`src/rtl/seq_pkg.sv`:
```
package seq_pkg;
  localparam int unsigned ST_W   = 2;
  localparam int unsigned EV_W   = 2;
  localparam int unsigned OUT_W  = 3;
  localparam int unsigned ADDR_W = ST_W + EV_W;
  localparam int unsigned WORD_W = ST_W + OUT_W;
  localparam int unsigned DEPTH  = 1 << ADDR_W;

  // Entry i sits at bits [i*WORD_W +: WORD_W]; listed from entry 15 down to 0.
  localparam logic [DEPTH*WORD_W-1:0] DEFAULT_TABLE = {
    5'h1E, 5'h1E, 5'h15, 5'h1E,
    5'h15, 5'h15, 5'h0B, 5'h15,
    5'h15, 5'h07, 5'h1E, 5'h0B,
    5'h0B, 5'h07, 5'h07, 5'h1E
  };
endpackage

```
`src/rtl/seq_in_reg.sv`:
```
module seq_in_reg #(
  parameter int unsigned EV_W = 2
) (
  input  logic            clk,
  input  logic            rst,
  input  logic [EV_W-1:0] din,
  output logic [EV_W-1:0] q
);
  always_ff @(posedge clk) begin
    if (rst) q <= '0;
    else     q <= din;
  end


  in_capture_chk: assert property (@(posedge clk) disable iff (rst)
    1'b1 |=> q == $past(din));
endmodule

```
`src/rtl/seq_table_rom.sv`:
```
module seq_table_rom #(
  parameter int unsigned ADDR_W = 4,
  parameter int unsigned WORD_W = 5,
  parameter int unsigned DEPTH  = 1 << ADDR_W,
  parameter logic [DEPTH*WORD_W-1:0] TABLE = '0
) (
  input  logic [ADDR_W-1:0] addr,
  output logic [WORD_W-1:0] word
);
  logic [WORD_W-1:0] rom [DEPTH];

  for (genvar g = 0; g < DEPTH; g++) begin : g_entry
    assign rom[g] = TABLE[g*WORD_W +: WORD_W];
  end

  assign word = rom[addr];
endmodule

```
`src/rtl/seq_state_reg.sv`:
```
module seq_state_reg #(
  parameter int unsigned ST_W  = 2,
  parameter int unsigned OUT_W = 3,
  localparam int unsigned WORD_W = ST_W + OUT_W
) (
  input  logic              clk,
  input  logic              rst,
  input  logic [WORD_W-1:0] next_word,
  output logic [ST_W-1:0]   state_q,
  output logic [OUT_W-1:0]  out_q
);
  always_ff @(posedge clk) begin
    if (rst) begin
      state_q <= '0;
      out_q   <= '0;
    end else begin
      state_q <= next_word[WORD_W-1 -: ST_W];
      out_q   <= next_word[OUT_W-1:0];
    end
  end


  state_clear_chk: assert property (@(posedge clk)
    rst |=> state_q == '0);


  out_clear_chk: assert property (@(posedge clk)
    rst |=> out_q == '0);
endmodule

```
`src/rtl/table_seq.sv`:
```
module table_seq
  import seq_pkg::*;
#(
  parameter logic [DEPTH*WORD_W-1:0] TABLE = DEFAULT_TABLE
) (
  input  logic             clk,
  input  logic             rst,
  input  logic [EV_W-1:0]  ev_in,
  output logic [ST_W-1:0]  state_o,
  output logic [OUT_W-1:0] out_o
);
  logic [EV_W-1:0]   ev_q;
  logic [ADDR_W-1:0] addr;
  logic [WORD_W-1:0] word;

  seq_in_reg #(.EV_W(EV_W)) u_in (
    .clk (clk),
    .rst (rst),
    .din (ev_in),
    .q   (ev_q)
  );

  // state in the upper address bits, registered inputs in the lower.
  assign addr = {state_o, ev_q};

  seq_table_rom #(
    .ADDR_W (ADDR_W),
    .WORD_W (WORD_W),
    .DEPTH  (DEPTH),
    .TABLE  (TABLE)
  ) u_rom (
    .addr (addr),
    .word (word)
  );

  seq_state_reg #(.ST_W(ST_W), .OUT_W(OUT_W)) u_st (
    .clk       (clk),
    .rst       (rst),
    .next_word (word),
    .state_q   (state_o),
    .out_q     (out_o)
  );

  // Independent slice of the parameter for the checker below.
  logic [WORD_W-1:0] ref_word;
  always_comb begin
    ref_word = TABLE[int'({state_o, ev_q})*WORD_W +: WORD_W];
  end


  table_follow_chk: assert property (@(posedge clk) disable iff (rst)
    1'b1 |=> {state_o, out_o} == $past(ref_word));


  hold_state_chk: assert property (@(posedge clk) disable iff (rst)
    (ref_word[WORD_W-1 -: ST_W] == state_o) |=> $stable(state_o));
endmodule

```
`config.mk`:
```
export PLATFORM = sky130hd
export DESIGN_NAME = table_seq
export DESIGN_NICKNAME = d
export VERILOG_FILES = /design/src/rtl/seq_pkg.sv /design/src/rtl/seq_in_reg.sv /design/src/rtl/seq_table_rom.sv /design/src/rtl/seq_state_reg.sv /design/src/rtl/table_seq.sv
export SDC_FILE = /design/constraint.sdc
export NUM_CORES = 1
export LEC_CHECK = 0
export ABC_CLOCK_PERIOD_IN_PS = 1600
export BUFFER_PORTS_ARGS = -buffer_cell sky130_fd_sc_hd__buf_2
export CORE_AREA = 2 2 39 41
export CTS_CLUSTER_DIAMETER = 80
export DETAILED_ROUTE_END_ITERATION = 10
export DIE_AREA = 0 0 41 43
export PLACE_DENSITY_LB_ADDON = 0.12
export SLEW_MARGIN = 0
export SYNTH_ARGS = -nofsm -noshare
export SYNTH_HDL_FRONTEND = slang
export SYNTH_SLANG_ARGS = --single-unit
export TNS_END_PERCENT = 5
```
`constraint.sdc`:
```
create_clock -name clk -period 1.6 [get_ports clk]
set_input_delay 0.16 -clock clk [delete_from_list [all_inputs] [get_ports clk]]
set_output_delay 0.16 -clock clk [all_outputs]
set_load 0.03 [all_outputs]
```
**Word-level counts from Yosys, hierarchy flattened**

Memories as Yosys holds them, arrays and structs flattened. A register that Yosys moved wholly into a read port is not among the register bits.
Cells that the tools add are included.

- Bits in registers: 2
- Bits in latches: 0
- Bits in writable memories: 0
- ROM bits: 80
- Output and inout bits: 5
- Memories: 1

- Add/sub/neg operators: 0
- $mul: 0
- Divide/modulo/power cells: 0
- $lt $le $gt $ge: 0
- Eq/ne operators: 0
- Shifts and indexed selects: 0
- Muxes and demuxes: 0
- Bitwise logic cells: 1
- Reductions and logical operators: 0

Memory list:

| memory | words | width | read ports | clocked after Yosys merged registers in | write ports | RTL line | RTL |
|---|---|---|---|---|---|---|---|
| (name not given) | 16 | 5 | 1 | 1 | 0 | seq_table_rom.sv:16 | `assign word = rom[addr];` |

Operators by type and width:

| operator | count |
|---|---|
| $not 4->5 | 1 |

**Depth between registers and ports, before layout**

Gate-level depths: netlist of the first run.

- Depth in word-level cells: 1
- Gate-level depth with buffers: 5

**By module**

Synthesis of the first run repeated with hierarchy kept, for this count alone.

- Cell total of the unflattened synthesis: 42
- Area total of the unflattened synthesis: 377.9 µm²

By module, submodules not included:

| module | instances | cells an instance | area each (µm²) | sequential area each (µm²) |
|---|---|---|---|---|
| seq_table_rom | 1 | 28 | 193.9 | 0.0 |
| seq_state_reg | 1 | 10 | 131.4 | 100.1 |
| seq_in_reg | 1 | 4 | 52.6 | 40.0 |

**Worst setup path before layout of the first run**

OpenSTA, ideal clock, no wires.

- Path type: flip-flop to flip-flop
- Start: register u_in.q[1]
- End: register u_st.out_q[2]
- Library setup time: 0.086 ns
- Arrival: 1.018 ns
- Data required time: 1.514 ns
- Setup slack: 0.495 ns
- Stages on the path, launching flop included: 6
- Path buffers: 0
- Period minus slack after synthesis: 1.105 ns
- Path through: dfxtp_1 -> inv_1 -> ha_1 -> nand2_1 -> o21ai_2 -> a221oi_2

- Longest elaborated chain between the ends: 1

Ends and longest elaborated chain:

| what | RTL line | RTL |
|---|---|---|
| from (decl) | seq_in_reg.sv:7 | `output logic [EV_W-1:0] q` |
| from (signal assigned) | seq_in_reg.sv:11 | `else q <= din;` |
| $not 4->5 (not written as such) | seq_table_rom.sv:16 |  |
| to (decl) | seq_state_reg.sv:10 | `output logic [OUT_W-1:0] out_q` |

No other way between the ends.
A chain may end at the register's enable or synchronous reset.

**Final worst setup path of the first run**

- Start: register u_st.state_q[1]
- End: output state_o[1]

RTL lines:

| what | RTL line | RTL |
|---|---|---|
| from (decl) | seq_state_reg.sv:9 | `output logic [ST_W-1:0] state_q,` |
| to (decl) | table_seq.sv:9 | `output logic [ST_W-1:0] state_o,` |

No word-level cell between the ends.

==> metrics, run 1 <==
Overall Power=0.000544 W; met2 Resource Use GR=14.7%; Seq/Total Area, Yosys=37.0%; routing usage on met1=11.7%; initial antenna violation count=0; Detailed Route WL=693 µm; CP max FO=12; Pwr per Cell Area=1200 nW/µm²; grt ovf=0; via count=293; Worst Max-Slew Pin Slew=0.499 ns; post-CTS setup buffer count=0; largest family of logic cells by synthesized area=compound AO/OA/AOI/OAI gates; Max-cap violations=0; post-route ant nets=0; post-synthesis simple-gate area fraction=12.2%; die area=1760 µm²; Synth Register Bits=7; synthesis-to-layout area growth=19.8%; R2R setup slack=0.34 ns; area of the multi-input gates=205 µm²; worst-case reg-to-reg path depth=5; met3 Resource Use GR=3.14%; worst min path class=primary input to flip-flop; # DRC=0; VDD IR max=349 µV; total track usage=10.5%; CP Capture Type=primary output; Initial DRT Pass Iterations=3; endpoints failing hold=0; vias per cell=4.58; Final Skew=0.00275 ns; CTS tree=yes; CTS H-tree depth=1; mux contribution to synthesized area=0%; drt wl/cell=10.8 µm; vias in the first global route=268; Lkg Pwr=0.205 nW; first-pass GRT wire length=1140 µm; Initial Utilization=27.4%; Diodes inserted=0; hold_buf cts=0; Required @ worst endpoint=1.44 ns; Setup CP Type=flip-flop to primary output; status=finished, final reports clean; fmax=0.749 GHz; post_cts resized=0; Max Slew Vio Count=0; Avg Cell Area, Syn=10.2 µm²; Post-Synthesis Cell Area=379 µm²; Period Utilization, post-route=83.5%; post-synthesis xor/xnor area fraction=0%; core area=1380 µm²; Num Clock Sinks=7; unrepaired setup endpoints after global routing=no; Worst Setup EP=state_o[1]; Synth Area in Compound Gates=25.4%; fraction of layout cells with a size suffix above 1=39.6%; Fin Setup TNS=0 ns; Adder-Cell Fraction of Synth Area=16.5%; Mapped Cells=37; Clk Latency, worst-skew pair=0.25 ns; Die X=41 µm; r2r endpoint=u_st.out_q[2]; crit-path cells=buf_2; Final nets=58; crit path max-delay cell type=dfxtp_1; max incr delay on CP=0.63 ns; Ports=9; fin crit period=1.34 ns; clk buf depth=2; busiest layer in global routing=met2; Final HPWL DP=510 µm; Mapped Nets=46; cell family with most CP delay=flip-flops; Critical Path Start=u_st.state_q[1]; Ys Warns=0; Clock transition at path regs=0.06 ns; instance count on the critical path=1; worst rel slew slack=66.7%; clock buffer count from CTS=3; 1st-iter DRT viols=4; IO buf count=8; row cnt=14; worst hold margin=0.112 ns; Sequential Area=140 µm²; Crit path buffers/inverters=1; Final GP Congestion=0.769; largest net degree at the start of global routing=13; worst r2r src=u_in.q[1]; CP arrival=1.18 ns; distinct cell type count after synthesis=19; final setup fails=0; root buffer cell=clkbuf_4; Startpoint Class=flip-flop; Die Y=43 µm; Fill cells=149
-- layout by cell type (no fill, tap or decap), drive strengths merged --
cell type  n
buf        8
dfxtp      7
inv        6
ha         5
clkbuf     4
nor2       4
a221oi     3
nor2b      2
a21oi      2
o21ai      2
nand2      1
o2111ai    1
o31ai      1
nor3       1
a211oi     1
-- cell type report --
class / count / area share (%)
clock buffer: 4 / 5.79
inverter: 6 / 4.96
multi-input combinational: 23 / 45.2
sequential: 7 / 30.9
tap: 16 / 4.41
timing repair buffer: 8 / 8.82
-- flip-flops by register name (all words and copies together) (netlist names) --
| register | cells |
|---|---|
| u_st.out_q | 3 |
| u_st.state_q | 2 |
| u_in.q | 2 |
-- stage by stage --
stage | cells | setup slack [ns] | instance area [µm²] | utilization (%)
4_1_cts | 64 | 0.250 | 454 | 32.8
3_3_place_gp | 60 | 0.377 | 428 | 30.9
6_report | 64 | 0.265 | 454 | 32.8
3_5_place_dp | 60 | 0.371 | 428 | 30.9
5_1_grt | 64 | 0.195 | 454 | 32.8
2_1_floorplan | 37 | 0.495 | 379 | -
-- routing by layer --
metal,wire (µm),share of wire (%),vias to the layer above
met5,0,0,-
met4,4,0.58,0
met3,46,6.6,2
met2,361,52,8
met1,281,41,134
li1,-,-,149
-- how the worst min path moves through the flow --
stage | start | to | slack (ns) | cells past startpoint
after floorplan | rst | u_st.out_q[0] | 0.23 | 1
after global placement | ev_in[1] | u_in.q[1] | 0.37 | 2
after detailed placement | ev_in[1] | u_in.q[1] | 0.37 | 2
after CTS | ev_in[1] | u_in.q[1] | 0.11 | 2
after global routing | ev_in[0] | u_in.q[0] | 0.14 | 2
final | ev_in[0] | u_in.q[0] | 0.11 | 2
-- kinds of logic (layout without fill, tap and decap cells) --
kind of cell | after synthesis | in the layout
AO/OA/AOI/OAI | 10 | 10
AND/OR/NAND/NOR | 8 | 8
flip-flops | 7 | 7
buffers and inverters | 7 | 18
adder cells (fa/ha/maj) | 5 | 5
-- cell usage after synthesis --
| master | instances | share of area (%) |
|---|---|---|
| dfxtp_1 | 7 | 37 |
| ha_1 | 5 | 17 |
| inv_1 | 5 | 5.0 |
| a221oi_2 | 3 | 12 |
| nor2_1 | 2 | 2.0 |
| nor2b_1 | 2 | 3.3 |
| a211oi_1 | 1 | 2.0 |
| a21oi_1 | 1 | 1.3 |
| a21oi_2 | 1 | 2.3 |
| buf_6 | 1 | 3.0 |
| inv_2 | 1 | 0.99 |
| nand2_1 | 1 | 0.99 |
| nor2_2 | 1 | 1.7 |
| nor2_4 | 1 | 3.0 |
| nor3_1 | 1 | 1.3 |
| o2111ai_1 | 1 | 2.3 |
| o21ai_0 | 1 | 1.3 |
| o21ai_2 | 1 | 2.3 |
| o31ai_1 | 1 | 2.0 |
-- power breakdown --
group          switching [W]  total (W)  internal, W
clock network      0.0000702   0.000166    0.0000955
logic              0.0000944   0.000147    0.0000525
registers          0.0000336   0.000232     0.000198
No activity file was read; power rests on OpenSTA's default activity.
==> inputs of run 2 (changes only) <==
- ABC_AREA: default -> 1
- ABC_CLOCK_PERIOD_IN_PS: 1600 -> 1290
- clock period: 1.6 -> 1.29 ns (I/O delays scaled with it)
==> run 2 against run 1 <==
  * Cell count increased by 19%
  * First-iteration DRC count is 50% lower
  * Routed wire length is 7.2% lower
  * Clock power up 19%
  * Worst setup slack got worse by 0.18 ns
  * Clock skew is 0.0020 ns higher
  * Global-route usage shrank 0.31 points
  * Flip-flop and latch count unchanged
  * Via count rose by 6.8%
  * Critical path type unchanged
  * Largest cell class unchanged
==> metrics, run 2 <==
status=finished, final reports clean (unchanged); Die Y=43 µm (unchanged); Hold Path Depth=3 (was 2); initial antenna violation count=0 (unchanged); Async SR Flop Fraction=0% (unchanged); drt wl/cell=8.46 µm (was 10.8 µm); endpoints failing hold=0 (unchanged); total track usage=10.2% (was 10.5%); Initial Utilization=26.9% (was 27.4%); Ys Warns=0 (unchanged); Post-Synthesis Cell Area=372 µm² (was 379 µm²); CTS tree=yes (unchanged); Synth area leaders=dfxtp_1 (38%), ha_1 (17%), nand2_1 (11%) (was dfxtp_1 (37%), ha_1 (17%), a221oi_2 (12%)); Synth area leader=dfxtp_1 (unchanged); worst rel slew slack=73.8% (was 66.7%); Post-synth EDFFs=0 (unchanged); Worst Max-Slew Pin Slew=0.392 ns (was 0.499 ns); VDD IR max=585 µV (was 349 µV); post-route ant nets=0 (unchanged); dpl cells=72 (was 60); post-CTS setup buffer count=0 (unchanged); most common cell after layout, fill and taps aside=nand2_1 (was buf_2); most frequent cell after synthesis=nand2_1 (was dfxtp_1); crit path max-delay cell type=dfxtp_1 (unchanged); main flop type after synthesis=dfxtp_1 (unchanged); Startpoint Class=flip-flop (unchanged); Seq/Total Area, Yosys=37.7% (was 37.0%); Final nets=70 (was 58); biggest regs=u_st.out_q x3, u_in.q x2, u_st.state_q x2 (unchanged); worst-case reg-to-reg path depth=7 (was 5); Final HPWL DP=492 µm (was 510 µm); CTS H-tree depth=1 (unchanged); CP Capture Type=primary output (unchanged); hold_buf cts=0 (unchanged); Final Skew=0.00470 ns (was 0.00275 ns); CP arrival=1.08 ns (was 1.18 ns); via count=313 (was 293); 1st-iter DRT viols=2 (was 4); distinct cell type count after synthesis=13 (was 19); placed inst area=420 µm² (was 428 µm²); top post-synthesis cells by count=nand2_1 (11), dfxtp_1 (7), inv_1 (7) (was dfxtp_1 (7), ha_1 (5), inv_1 (5)); IO buf count=8 (unchanged); met3 WL=58 µm (was 46 µm); Met1 Routed Length=268 µm (was 281 µm); largest net degree at the start of global routing=11 (was 13); clock buffer count from CTS=3 (unchanged); Initial DRT Pass Iterations=2 (was 3); Crit path buffers/inverters=1 (unchanged); Die X=41 µm (unchanged); synthesis-to-layout area growth=20.2% (was 19.8%); unrepaired setup endpoints after global routing=no (unchanged); Fill cells=159 (was 149); Max Slew Vio Count=0 (unchanged); Setup CP Type=flip-flop to primary output (unchanged); Non-Filler Instances=76 (was 64); Max-cap violations=0 (unchanged); internal power=0.000419 W (was 0.000346 W); Detailed Route WL=643 µm (was 693 µm); Ports=9 (unchanged); fin crit period=1.21 ns; CP max FO=10 (was 12); row cnt=14 (unchanged); Required @ worst endpoint=1.16 ns (was 1.44 ns); core area=1380 µm² (unchanged); Synth top area share=37.7% (was 37.0%); die area=1760 µm² (unchanged); root buffer cell=clkbuf_4 (unchanged); Avg Cell Area, Syn=7.58 µm² (was 10.2 µm²); instance count on the critical path=1 (unchanged); first-pass GRT wire length=1140 µm (unchanged); Clock transition at path regs=0.05 ns (was 0.06 ns); vias per cell=4.12 (was 4.58); max incr delay on CP=0.55 ns (was 0.63 ns); Lkg Pwr=0.236 nW (was 0.205 nW); Synth Register Bits=7 (unchanged); Mapped Cells=49 (was 37); combinational power share=26.4% (was 27.0%); Num Clock Sinks=7 (unchanged); post-route cell area=447 µm² (was 454 µm²); Mapped Nets=58 (was 46); Diodes inserted=0 (unchanged); # DRC=0 (unchanged); final setup fails=0 (unchanged); final core utilization=32.3% (was 32.8%); Clk Latency, worst-skew pair=0.25 ns (about the same); Period Utilization, post-route=93.4%; switching power=0.000218 W (was 0.000198 W); clock share of power=31.1% (was 30.4%); worst min path class=primary input to flip-flop (unchanged); Reg power frac=42.5% (was 42.6%); fmax=0.830 GHz; max reg flops=3 (unchanged); Final GP Congestion=0.734 (was 0.769); sw frac=34.3% (was 36.4%); grt ovf=0 (unchanged); crit-path cells=buf_2 (unchanged); DR top layer=met4 (unchanged); Fin Setup TNS=0 ns (unchanged); met2 WL=306 µm (was 361 µm); most frequent cells in the layout=nand2_1 (11), buf_2 (8), inv_1 (7), dfxtp_1 (7), ha_1 (5) (was buf_2 (8), dfxtp_1 (7), inv_1 (5), ha_1 (5)); fraction of layout cells with a size suffix above 1=25.0% (was 39.6%); vias in the first global route=270 (was 268); cell family with most CP delay=flip-flops (unchanged); clk buf depth=2 (unchanged); Largest Register=u_st.out_q (unchanged); post_cts resized=0 (unchanged); Pwr per Cell Area=1430 nW/µm² (was 1200 nW/µm²)
[run 2: changes by cell type after synthesis, sizes merged, moves of 2 or more]
cell / delta
nand2: +12
nor2b: -2
a21oi: +2
nand3: +3
inv: +3
a221oi: -3
[run 2: final timing paths]
path / start / end / slack (ns)
worst min register to register: u_st.state_q[1] / u_st.out_q[0] / 0.53
worst max-delay path: u_st.state_q[0] / state_o[0] / 0.08
worst min-delay path: ev_in[0] / u_in.q[0] / 0.08
worst max register to register: u_in.q[1] / u_st.state_q[0] / 0.17
[run 2: layout make-up]
| type | count | area (µm²) | area share, % |
|---|---|---|---|
| tap | 16 | 20.0 | 4.48 |
| clock buffer | 4 | 26.3 | 5.88 |
| multi-input combinational | 32 | 184 | 41.2 |
| inverter | 9 | 36.3 | 8.12 |
| timing repair buffer | 8 | 40.0 | 8.96 |
| sequential | 7 | 140 | 31.4 |
[run 2: routing by layer]
layer  vias up  GRT usage [%]
met5         -              0
met4         0           6.00
met3         2           6.28
met2        10           13.4
met1       131           12.0
li1        170              -
[run 2: cells by family (layout without fill, tap and decap cells)]
kind of cell / after synthesis / after routing / share of synthesized area (%)
buffers and inverters: 10 / 21 / 12.8
flip-flops: 7 / 7 / 37.7
AO/OA/AOI/OAI: 7 / 7 / 10.1
adder cells (fa/ha/maj): 5 / 5 / 16.8
AND/OR/NAND/NOR: 20 / 20 / 22.6
[run 2: power by group through the flow]
stage                     logic (W)  registers [W]  clock network (W)
after CTS                  0.000171       0.000272           0.000207
after global routing       0.000189       0.000277           0.000218
after floorplan           0.0000974       0.000311                  0
after global placement     0.000172       0.000277                  0
final                      0.000168       0.000271           0.000198
after detailed placement   0.000170       0.000276                  0
[run 2: through the flow]
stage / hold slack [ns] / total power (W) / setup WS, ns
4_1_cts: 0.0784 / 0.000650 / 0.0549
3_5_place_dp: 0.339 / 0.000446 / 0.187
3_3_place_gp: 0.333 / 0.000448 / 0.177
2_1_floorplan: 0.198 / 0.000409 / 0.262
5_1_grt: 0.0798 / 0.000684 / 0.0126
6_report: 0.0808 / 0.000638 / 0.0847
